File: src/rtl/sysmon_pkg.sv
package sysmon_pkg;

    typedef enum logic [1:0] {
        WD_FIRST_WAIT  = 2'd0,
        WD_SECOND_WAIT = 2'd1,
        WD_RESET_PULSE = 2'd2,
        WD_DISARMED    = 2'd3
    } wd_state_t;

    typedef enum logic [1:0] {
        DB_IDLE    = 2'd0,
        DB_QUALIFY = 2'd1,
        DB_HELD    = 2'd2
    } db_state_t;

    localparam int ACT_W = 5;

    localparam logic [1:0] SEL_NONE = 2'b00;
    localparam logic [1:0] SEL_IRQ  = 2'b01;
    localparam logic [1:0] SEL_SMI  = 2'b10;

    localparam int ADDR_STS  = 0;
    localparam int ADDR_CTRL = 1;
    localparam int ADDR_ACT  = 2;

endpackage

File: src/rtl/sysmon_watchdog.sv
module sysmon_watchdog
    import sysmon_pkg::*;
#(
    parameter int WD_CYCLES    = 64,
    parameter int PULSE_CYCLES = 16
) (
    input  logic clk,
    input  logic rst_n,
    input  logic fetch_i,
    output logic bus_rst_o
);

    localparam int MAXC = (WD_CYCLES > PULSE_CYCLES) ? WD_CYCLES : PULSE_CYCLES;
    localparam int CW   = $clog2(MAXC) + 1;
    localparam logic [CW-1:0] WD_LAST    = CW'(WD_CYCLES - 1);
    localparam logic [CW-1:0] PULSE_LAST = CW'(PULSE_CYCLES - 1);

    wd_state_t       state_q, state_d;
    logic [CW-1:0]   cnt_q, cnt_d;

    always_ff @(posedge clk or negedge rst_n) begin
        if (!rst_n) begin
            state_q <= WD_FIRST_WAIT;
            cnt_q   <= '0;
        end else begin
            state_q <= state_d;
            cnt_q   <= cnt_d;
        end
    end

    always_comb begin
        state_d = state_q;
        cnt_d   = cnt_q + 1'b1;
        unique case (state_q)
            WD_FIRST_WAIT: begin
                if (fetch_i) begin
                    state_d = WD_DISARMED;
                    cnt_d   = '0;
                end else if (cnt_q == WD_LAST) begin
                    state_d = WD_SECOND_WAIT;
                    cnt_d   = '0;
                end
            end
            WD_SECOND_WAIT: begin
                if (fetch_i) begin
                    state_d = WD_DISARMED;
                    cnt_d   = '0;
                end else if (cnt_q == WD_LAST) begin
                    state_d = WD_RESET_PULSE;
                    cnt_d   = '0;
                end
            end
            WD_RESET_PULSE: begin
                if (cnt_q == PULSE_LAST) begin
                    state_d = WD_FIRST_WAIT;
                    cnt_d   = '0;
                end
            end
            WD_DISARMED: begin
                cnt_d = '0;
            end
            default: begin
                state_d = WD_FIRST_WAIT;
                cnt_d   = '0;
            end
        endcase
    end

    always_comb begin
        bus_rst_o = (state_q == WD_RESET_PULSE);
    end

    // Pulse length is measured by a separate counter.
    logic [CW-1:0] chk_len_q;
    always_ff @(posedge clk or negedge rst_n) begin
        if (!rst_n)          chk_len_q <= '0;
        else if (bus_rst_o)  chk_len_q <= chk_len_q + 1'b1;
        else                 chk_len_q <= '0;
    end

    p_pulse_len_r3: assert property (@(posedge clk) disable iff (!rst_n)
        $fell(bus_rst_o) |-> (chk_len_q == CW'(PULSE_CYCLES)));

    p_two_expiries_r2: assert property (@(posedge clk) disable iff (!rst_n)
        $rose(bus_rst_o) |-> ($past(state_q) == WD_SECOND_WAIT));

    p_disarm_holds_r4: assert property (@(posedge clk) disable iff (!rst_n)
        (state_q == WD_DISARMED) |=> (state_q == WD_DISARMED));

    p_fetch_disarms_r4: assert property (@(posedge clk) disable iff (!rst_n)
        (fetch_i && (state_q == WD_FIRST_WAIT || state_q == WD_SECOND_WAIT))
        |=> !bus_rst_o);

endmodule

File: src/rtl/sysmon_debounce.sv
module sysmon_debounce
    import sysmon_pkg::*;
#(
    parameter int DEB_TICKS = 2
) (
    input  logic clk,
    input  logic rst_n,
    input  logic raw_n_i,
    input  logic tick_i,
    output logic detect_o
);

    localparam int TW = $clog2(DEB_TICKS + 1);
    localparam logic [TW-1:0] TICK_LAST = TW'(DEB_TICKS - 1);

    logic [1:0]    sync_q;
    logic          active;
    db_state_t     state_q, state_d;
    logic [TW-1:0] tcnt_q, tcnt_d;

    always_ff @(posedge clk or negedge rst_n) begin
        if (!rst_n) sync_q <= 2'b11;
        else        sync_q <= {sync_q[0], raw_n_i};
    end

    assign active = !sync_q[1];

    always_ff @(posedge clk or negedge rst_n) begin
        if (!rst_n) begin
            state_q <= DB_IDLE;
            tcnt_q  <= '0;
        end else begin
            state_q <= state_d;
            tcnt_q  <= tcnt_d;
        end
    end

    always_comb begin
        state_d = state_q;
        tcnt_d  = tcnt_q;
        unique case (state_q)
            DB_IDLE: begin
                tcnt_d = '0;
                if (active) state_d = DB_QUALIFY;
            end
            DB_QUALIFY: begin
                if (!active) begin
                    state_d = DB_IDLE;
                    tcnt_d  = '0;
                end else if (tick_i) begin
                    if (tcnt_q == TICK_LAST) begin
                        state_d = DB_HELD;
                        tcnt_d  = '0;
                    end else begin
                        tcnt_d = tcnt_q + 1'b1;
                    end
                end
            end
            DB_HELD: begin
                if (!active) state_d = DB_IDLE;
            end
            default: begin
                state_d = DB_IDLE;
                tcnt_d  = '0;
            end
        endcase
    end

    always_comb begin
        detect_o = (state_q == DB_QUALIFY) && active && tick_i && (tcnt_q == TICK_LAST);
    end

    p_tick_gated_r5: assert property (@(posedge clk) disable iff (!rst_n)
        detect_o |-> tick_i);

    p_no_retrigger_r11: assert property (@(posedge clk) disable iff (!rst_n)
        (state_q == DB_HELD) |-> !detect_o);

    p_detect_needs_sync_r5: assert property (@(posedge clk) disable iff (!rst_n)
        detect_o |-> !sync_q[1]);

endmodule

File: src/rtl/sysmon_regs.sv
module sysmon_regs
    import sysmon_pkg::*;
#(
    parameter int AW = 2,
    parameter int DW = 8
) (
    input  logic             clk,
    input  logic             rst_n,
    input  logic             wr_en_i,
    input  logic [AW-1:0]    addr_i,
    input  logic [DW-1:0]    wdata_i,
    output logic [DW-1:0]    rdata_o,
    input  logic             intr_det_i,
    input  logic [ACT_W-1:0] act_i,
    output logic             irq_o,
    output logic             smi_o
);

    logic             intr_q;
    logic [DW-1:0]    ctrl_q;
    logic [ACT_W-1:0] act_q;
    logic             wr_sts, wr_ctrl, wr_act;
    logic [1:0]       sel;

    assign wr_sts  = wr_en_i && (addr_i == AW'(ADDR_STS));
    assign wr_ctrl = wr_en_i && (addr_i == AW'(ADDR_CTRL));
    assign wr_act  = wr_en_i && (addr_i == AW'(ADDR_ACT));
    assign sel     = ctrl_q[1:0];

    always_ff @(posedge clk or negedge rst_n) begin
        if (!rst_n) begin
            intr_q <= 1'b0;
            ctrl_q <= '0;
            act_q  <= '0;
        end else begin
            intr_q <= (intr_q && !(wr_sts && wdata_i[0])) || intr_det_i;
            if (wr_ctrl) ctrl_q <= wdata_i;
            act_q  <= (act_q & ~(wr_act ? wdata_i[ACT_W-1:0] : '0)) | act_i;
        end
    end

    always_comb begin
        rdata_o = '0;
        unique case (addr_i)
            AW'(ADDR_STS):  rdata_o = DW'(intr_q);
            AW'(ADDR_CTRL): rdata_o = ctrl_q;
            AW'(ADDR_ACT):  rdata_o = DW'(act_q);
            default:        rdata_o = '0;
        endcase
    end

    always_comb begin
        irq_o = intr_q && (sel == SEL_IRQ);
        smi_o = intr_q && (sel == SEL_SMI);
    end

    p_set_r6: assert property (@(posedge clk) disable iff (!rst_n)
        intr_det_i |=> intr_q);

    p_sticky_r6: assert property (@(posedge clk) disable iff (!rst_n)
        (intr_q && !(wr_sts && wdata_i[0])) |=> intr_q);

    p_w1c_r7: assert property (@(posedge clk) disable iff (!rst_n)
        (wr_sts && wdata_i[0] && !intr_det_i) |=> !intr_q);

    p_exclusive_r8: assert property (@(posedge clk) disable iff (!rst_n)
        !(irq_o && smi_o));

    p_act_set_r10: assert property (@(posedge clk) disable iff (!rst_n)
        (act_i != '0) |=> ((act_q & $past(act_i)) == $past(act_i)));

endmodule

File: src/rtl/sysmon_top.sv
module sysmon_top
    import sysmon_pkg::*;
#(
    parameter int WD_CYCLES    = 64,
    parameter int PULSE_CYCLES = 16,
    parameter int DEB_TICKS    = 2,
    parameter int AW           = 2,
    parameter int DW           = 8
) (
    input  logic             clk,
    input  logic             rst_n,
    input  logic             reg_wr_en,
    input  logic [AW-1:0]    reg_addr,
    input  logic [DW-1:0]    reg_wdata,
    output logic [DW-1:0]    reg_rdata,
    input  logic             rtc_tick,
    input  logic             fetch_seen,
    input  logic             intrude_n,
    input  logic [ACT_W-1:0] dev_act,
    output logic             smi_out,
    output logic             irq_out,
    output logic             bus_rst_out
);

    logic intr_det;

    sysmon_watchdog #(
        .WD_CYCLES    (WD_CYCLES),
        .PULSE_CYCLES (PULSE_CYCLES)
    ) u_wd (
        .clk       (clk),
        .rst_n     (rst_n),
        .fetch_i   (fetch_seen),
        .bus_rst_o (bus_rst_out)
    );

    sysmon_debounce #(
        .DEB_TICKS (DEB_TICKS)
    ) u_db (
        .clk      (clk),
        .rst_n    (rst_n),
        .raw_n_i  (intrude_n),
        .tick_i   (rtc_tick),
        .detect_o (intr_det)
    );

    sysmon_regs #(
        .AW (AW),
        .DW (DW)
    ) u_regs (
        .clk        (clk),
        .rst_n      (rst_n),
        .wr_en_i    (reg_wr_en),
        .addr_i     (reg_addr),
        .wdata_i    (reg_wdata),
        .rdata_o    (reg_rdata),
        .intr_det_i (intr_det),
        .act_i      (dev_act),
        .irq_o      (irq_out),
        .smi_o      (smi_out)
    );

endmodule

File: config.mk
export PLATFORM = sky130hd
export DESIGN_NAME = sysmon_top
export DESIGN_NICKNAME = d
export VERILOG_FILES = /design/src/rtl/sysmon_pkg.sv /design/src/rtl/sysmon_watchdog.sv /design/src/rtl/sysmon_debounce.sv /design/src/rtl/sysmon_regs.sv /design/src/rtl/sysmon_top.sv
export SDC_FILE = /design/constraint.sdc
export NUM_CORES = 1
export LEC_CHECK = 0
export ABC_AREA = 0
export BUFFER_PORTS_ARGS = -buffer_cell sky130_fd_sc_hd__buf_4
export CORE_ASPECT_RATIO = 1.1
export CORE_MARGIN = 2
export CORE_UTILIZATION = 30
export CTS_CLUSTER_DIAMETER = 100
export DETAILED_ROUTE_END_ITERATION = 8
export PLACE_DENSITY = 0.5
export SYNTH_ARGS = -nofsm -noshare
export SYNTH_HDL_FRONTEND = slang
export SYNTH_HIERARCHICAL = 1
export SYNTH_SLANG_ARGS = --single-unit
export TNS_END_PERCENT = 100
File: constraint.sdc
create_clock -name clk -period 2.2 [get_ports clk]
set_input_delay 0.44 -clock clk [delete_from_list [all_inputs] [get_ports clk]]
set_output_delay 0.44 -clock clk [all_outputs]
set_load 0.02 [all_outputs]
# --- After elaboration in Yosys (flattened, before gate mapping) ---
# Index checks and enable logic that the tools add are counted.
# W data, S select, Z words.
word_totals:
  regBits: 29
  in_bits: 21
  output_inout_bits: 11
  elab_cells: 76
op_classes:
  addsub: 2
  eq_ne: 19
  n_mux: 22
  n_bitwise: 4
  n_reduce_logical: 21
op_table:
  columns: ["op", "n"]
  rows:
  - ["$mux W2", 13]
  - ["$pmux W8 S3", 1]
  - ["$mux W7", 3]
  - ["$pmux W7 S3", 1]
  - ["$pmux W2 S3", 2]
  - ["$eq A2 B1 Y1 const B", 5]
  - ["$eq A2 B2 Y1 const B", 5]
  - ["$logic_and A1 B1 Y1", 10]
  - ["$ne A3 B2 Y1 const B", 3]
  - ["$reduce_and A4 Y1", 2]
  - ["$add A7 B1 Y7 const B", 1]
  - ["$eq A7 B4 Y1 const B", 1]
  - ["$eq A7 B6 Y1 const B", 1]
  - ["$logic_not A2 Y1", 3]
  - ["$and A5 B5 Y5", 1]
  - ["$mux W5", 1]
  - ["$not A5 Y5", 1]
  - ["$or A5 B5 Y5", 1]
  - ["$ne A2 B1 Y1 const B", 2]
  - ["$pmux W2 S2", 1]
  - ["$ne A3 B1 Y1 const B", 1]
  - ["$reduce_bool A3 Y1", 1]
  - ["$add A2 B1 Y2 const B", 1]
  - ["$logic_not A1 Y1", 2]
  - ["5 further kinds", 5]

# --- Depth between registers and ports, before layout ---
depth:
  ltp_word: 6
  depth_mapped: 6
  ltp_nobuf: 6

# --- By module ---
# Netlist, hierarchy kept.
modules_own_cells:
  columns: ["mod", "n_inst", "cells_each", "area_each_um2", "seq_area_each_um2"]
  rows:
  - ["sysmon_regs", 1, 57, 665.6, 350.3]
  - ["sysmon_watchdog", 1, 51, 519.2, 225.2]
  - ["sysmon_debounce", 1, 19, 249.0, 152.6]

# --- Worst setup path after synthesis ---
# No wires, ideal clock.
synth_timing:
  path_kind: "reg-to-reg"
  start: "reg u_wd.state_q[0]"
  end: "reg u_wd.state_q[0]"
  setup_time_ns: 0.079
  arrival_ns: 1.479
  required_ns: 2.121
  setup_slack_ns: 0.641
  path_stages_with_launch: 7
  path_buffers: 0
  period_less_slack_ns: 1.559
  path_cell_list: "dfrtp_1 > inv_1 > ha_1 > nand3b_1 > o22ai_1 > o21bai_1 > mux2i_1"
synth_via:
  elab_chain_len: 3
  word_cells_on_any_way: 9
  cone_classes: "5 x eq/ne; 1 x mux; 3 x reduce/logical"
synth_lines:
  columns: ["item", "line_no", "rtl"]
  rows:
  - ["from (decl)", "sysmon_watchdog.sv:18", "wd_state_t state_q, state_d;"]
  - ["from (signal assigned)", "sysmon_watchdog.sv:26", "state_q <= state_d;"]
  - ["$eq A2 B2 Y1 *", null, null]
  - ["named net bus_rst_out", "sysmon_top.sv:22", "output logic bus_rst_out"]
  - ["$ne A2 B1 Y1 (no source line) / $reduce_bool A3 Y1 (equally long branches)", null, null]
  - ["$reduce_and A4 Y1 (no source line)", null, null]
# Mark *: on every way through the listed nets, which the timed path passes. The rest lies on a longest branch.
# A chain may end at the register's enable or synchronous reset.

# --- Worst setup path after layout ---
layout_timing:
  start: "reg u_wd.state_q[0]"
  end: "out bus_rst_out"
layout_via:
  elab_chain_len: 1
layout_lines:
  columns: ["item", "line_no", "rtl"]
  rows:
  - ["$eq A2 B2 Y1", "sysmon_watchdog.sv:70", "bus_rst_o = (state_q == WD_RESET_PULSE);"]
  - ["to (decl)", "sysmon_top.sv:22", null]
# Every way passes these cells.

==> flow_summary.yaml <==
outcome:
  outcome: "completed"
setup_path:
  crit_type: "register to primary output"
  cp.required_ns: 1.76
  critPathMaxFanout: 6
  startpoint_type: "register"
  end_kind: "primary output"
  crit_arrival_ns: 1.25
logic_synthesis:
  synth.yosys.seq_area_share_pct: 50.79
  yosysTopAreaCellShare_pct: 47.12
  ys_async_sr_fraction_pct: 100.0
  synth_fp_nets: 154
  yosysUniqueCellTypes: 40
  synth_area_leaders: "dfrtp_1 47%, mux2_2 6.3%, ha_1 5.2%"
  synth_edf_count: 0
  syn_area_um2: 1434
  ys.flop_type: "dfrtp_1"
  syn_avg_cell_area_um2: 11.29
  ys_seq_elements: 29
  yosys_warnings: 6
  synth_top_cell_by_area: "dfrtp_1"
  netlist_instances: 127
sta:
  post-route-period-util_pct: 76.98
  timing.fmax_ghz: 0.5905
  hold_viol: 0
  setup_ws_ns: 0.5065
  fin_skew_ns: 0.008696
  slew_headroom_pct: 75.37
  setup_viol: 0
  rsz0062_at_grt: "no"
  tns_ns: 0
  min_period_ns: 1.694
  worst_pin_slew_ns: 0.3694
  finalMaxSlewViolations: 0
cts:
  ctsRootBufferMaster: "clkbuf_8"
  clkTransAtPathRegs_ns: 0.07
  htree_levels: 2
  cts_tree: "built"
  ctsHoldBuffers: 0
  cts_buffers: 5
  cts_resized: 0
  post_cts_buffers: 0
  clockBufferDepth: 2
  clkLatencyLatePin_ns: 0.28
  clock-sinks: 29
run:
  cap_violations: 0
placed_design:
  port_buffers: 31
  place_congestion: 0.7534
  pre_cts_ws_ns: 0.5136
  dpl.cell_count: 214
  dp.final_hpwl_um: 2242
route:
  vias: 1077
  drt-initial-drc-count: 42
  firstDrtPassIters: 4
  vias_per_cell: 4.851
  wl_per_cell_um: 13.35
  drc_errors: 0
  antenna_left: 0
  routed_wl_um: 2963
power_and_ir_drop:
  intPower_w: 0.001110
  ir_worst_vdd_uv: 474.0
  clkPwrFrac_pct: 30.1
  p_leak_nw: 0.8699
  powerDensity_nw_per_um2: 866.9
  seq_power_share_pct: 42.6
  p_sw_w: 0.0004858
  switching_share_pct: 30.45
  pwr-share-comb_pct: 27.4
layout:
  drive_gt1_share_pct: 34.34
  fin_nets: 192
  syn_to_final_growth_pct: 28.36
  diodes: 0
  layout.cells.non_filler: 222
die:
  rows: 26
  die_y_um: 76.51
  die_x_um: 69.92
  start_util_pct: 31.04
  die_area_um2: 5349
  io_pins: 32
  core_um2: 4619
global_route:
  grt_pass1_vias: 1076
  overflow: 0
  grt_pass1_wl_um: 5099
  grt_util_all_layers_pct: 12.18
  grt_max_degree: 30
  antenna_found_initial: 0
worst_hold_path:
  hp-class: "primary input to asynchronous set/reset pin"
## cell families after synthesis
family / after synthesis / synth area share, %
adders and majority gates: 6 / 5.235
xor gates and xnor gates: 5 / 3.055
buffers and inverters: 12 / 3.228
AOI/OAI and AO/OA: 24 / 12.83
muxes: 12 / 9.075
and+or+nand+nor: 39 / 15.79
DFF: 29 / 50.79
## placed cells by master, fill, tap and decap left out, types with 2 or more instances in the layout
cell	netlist	routed
clkbuf_8	0	7
o22ai_1	3	3
mux2_2	8	8
xor2_1	3	3
nand3_1	2	2
buf_4	0	32
inv_1	11	11
ha_1	6	6
nor3_1	2	2
dfrtp_1	27	27
xnor2_1	2	2
nor2_1	15	15
a22o_1	4	4
mux2i_1	4	4
and2_1	4	4
a31oi_1	5	5
dfstp_2	2	2
nand2_1	5	5
## layer usage
| metal | up-vias | track usage, % | part of all wire [%] |
|---|---|---|---|
| li1 | 523 | - | - |
| met1 | 510 | 14.04 | 41 |
| met2 | 37 | 19.71 | 49 |
| met3 | 7 | 4.762 | 7.4 |
| met4 | 0 | 5.769 | 2.2 |
| met5 | - | 0 | 0 |
## worst max-delay path, cell delays in order (launching register included)
cell and delay [ns]:
dfrtp_1 0.42, inv_1 0.12, ha_1 0.27, buf_4 0.18
## Yosys cell counts (2+ instances only)
cell,count
a22o_1,4
a31oi_1,5
and2_1,4
dfrtp_1,27
dfstp_2,2
ha_1,6
inv_1,11
mux2_2,8
mux2i_1,4
nand2_1,5
nand3_1,2
nor2_1,15
nor3_1,2
o22ai_1,3
xnor2_1,2
xor2_1,3
## flip-flops by register name, summed over array words and instances, names as in the netlist
name / flops
u_regs/intr_q: 1
u_regs/ctrl_q: 8
u_db/tcnt_q: 2
u_regs/act_q: 5
u_wd/state_q: 2
u_wd/cnt_q: 7
u_db/state_q: 2
u_db/sync_q: 2
## metrics by stage
step / instance area (um2) / utilization, % / hold slack [ns] / total power [W]
after CTS: 1841 / 39.84 / 0.08262 / 0.001628
after global placement: 1739 / 37.65 / 0.3456 / 0.001108
after floorplan: 1434 / - / 0.1444 / 0.0009790
final: 1841 / 39.84 / 0.07462 / 0.001596
after global routing: 1841 / 39.84 / 0.09967 / 0.001712
after detailed placement: 1739 / 37.65 / 0.3490 / 0.001135
## area by class of cell
cell class                      instances  area [um2]
Tap cell                               56       70.07
Clock inverter                          1       5.005
Inverter                               11       41.29
Timing Repair Buffer                   32       240.2
Sequential cell                        29       728.2
Multi-Input combinational cell         86       659.4
Fill cell                             458        2779
Clock buffer                            7       96.34
## power groups by stage
stage                     logic (W)  registers (W)  clock network (W)
after floorplan            0.000309       0.000670                  0
after global placement     0.000423       0.000685                  0
after detailed placement   0.000446       0.000689                  0
after CTS                  0.000447       0.000679           0.000502
after global routing       0.000493       0.000690           0.000530
final                      0.000437       0.000679           0.000480
## final timing paths
kind | to | cells past startpoint | startpoint | slack, ns
setup / recovery | bus_rst_out | 3 | u_wd/state_q[0] | 0.51
hold / removal | u_regs/act_q[1] | 1 | rst_n | 0.07
setup reg to reg | u_wd/cnt_q[5] | 6 | u_wd/state_q[0] | 0.59
hold reg to reg | u_db/sync_q[1] | 0 | u_db/sync_q[0] | 0.36
max in group asynchronous | u_db/sync_q[1] | 1 | rst_n | 1.81
min in group clk | u_db/sync_q[0] | 1 | intrude_n | 0.27
Note: power is estimated with default switching activity, not from simulation.
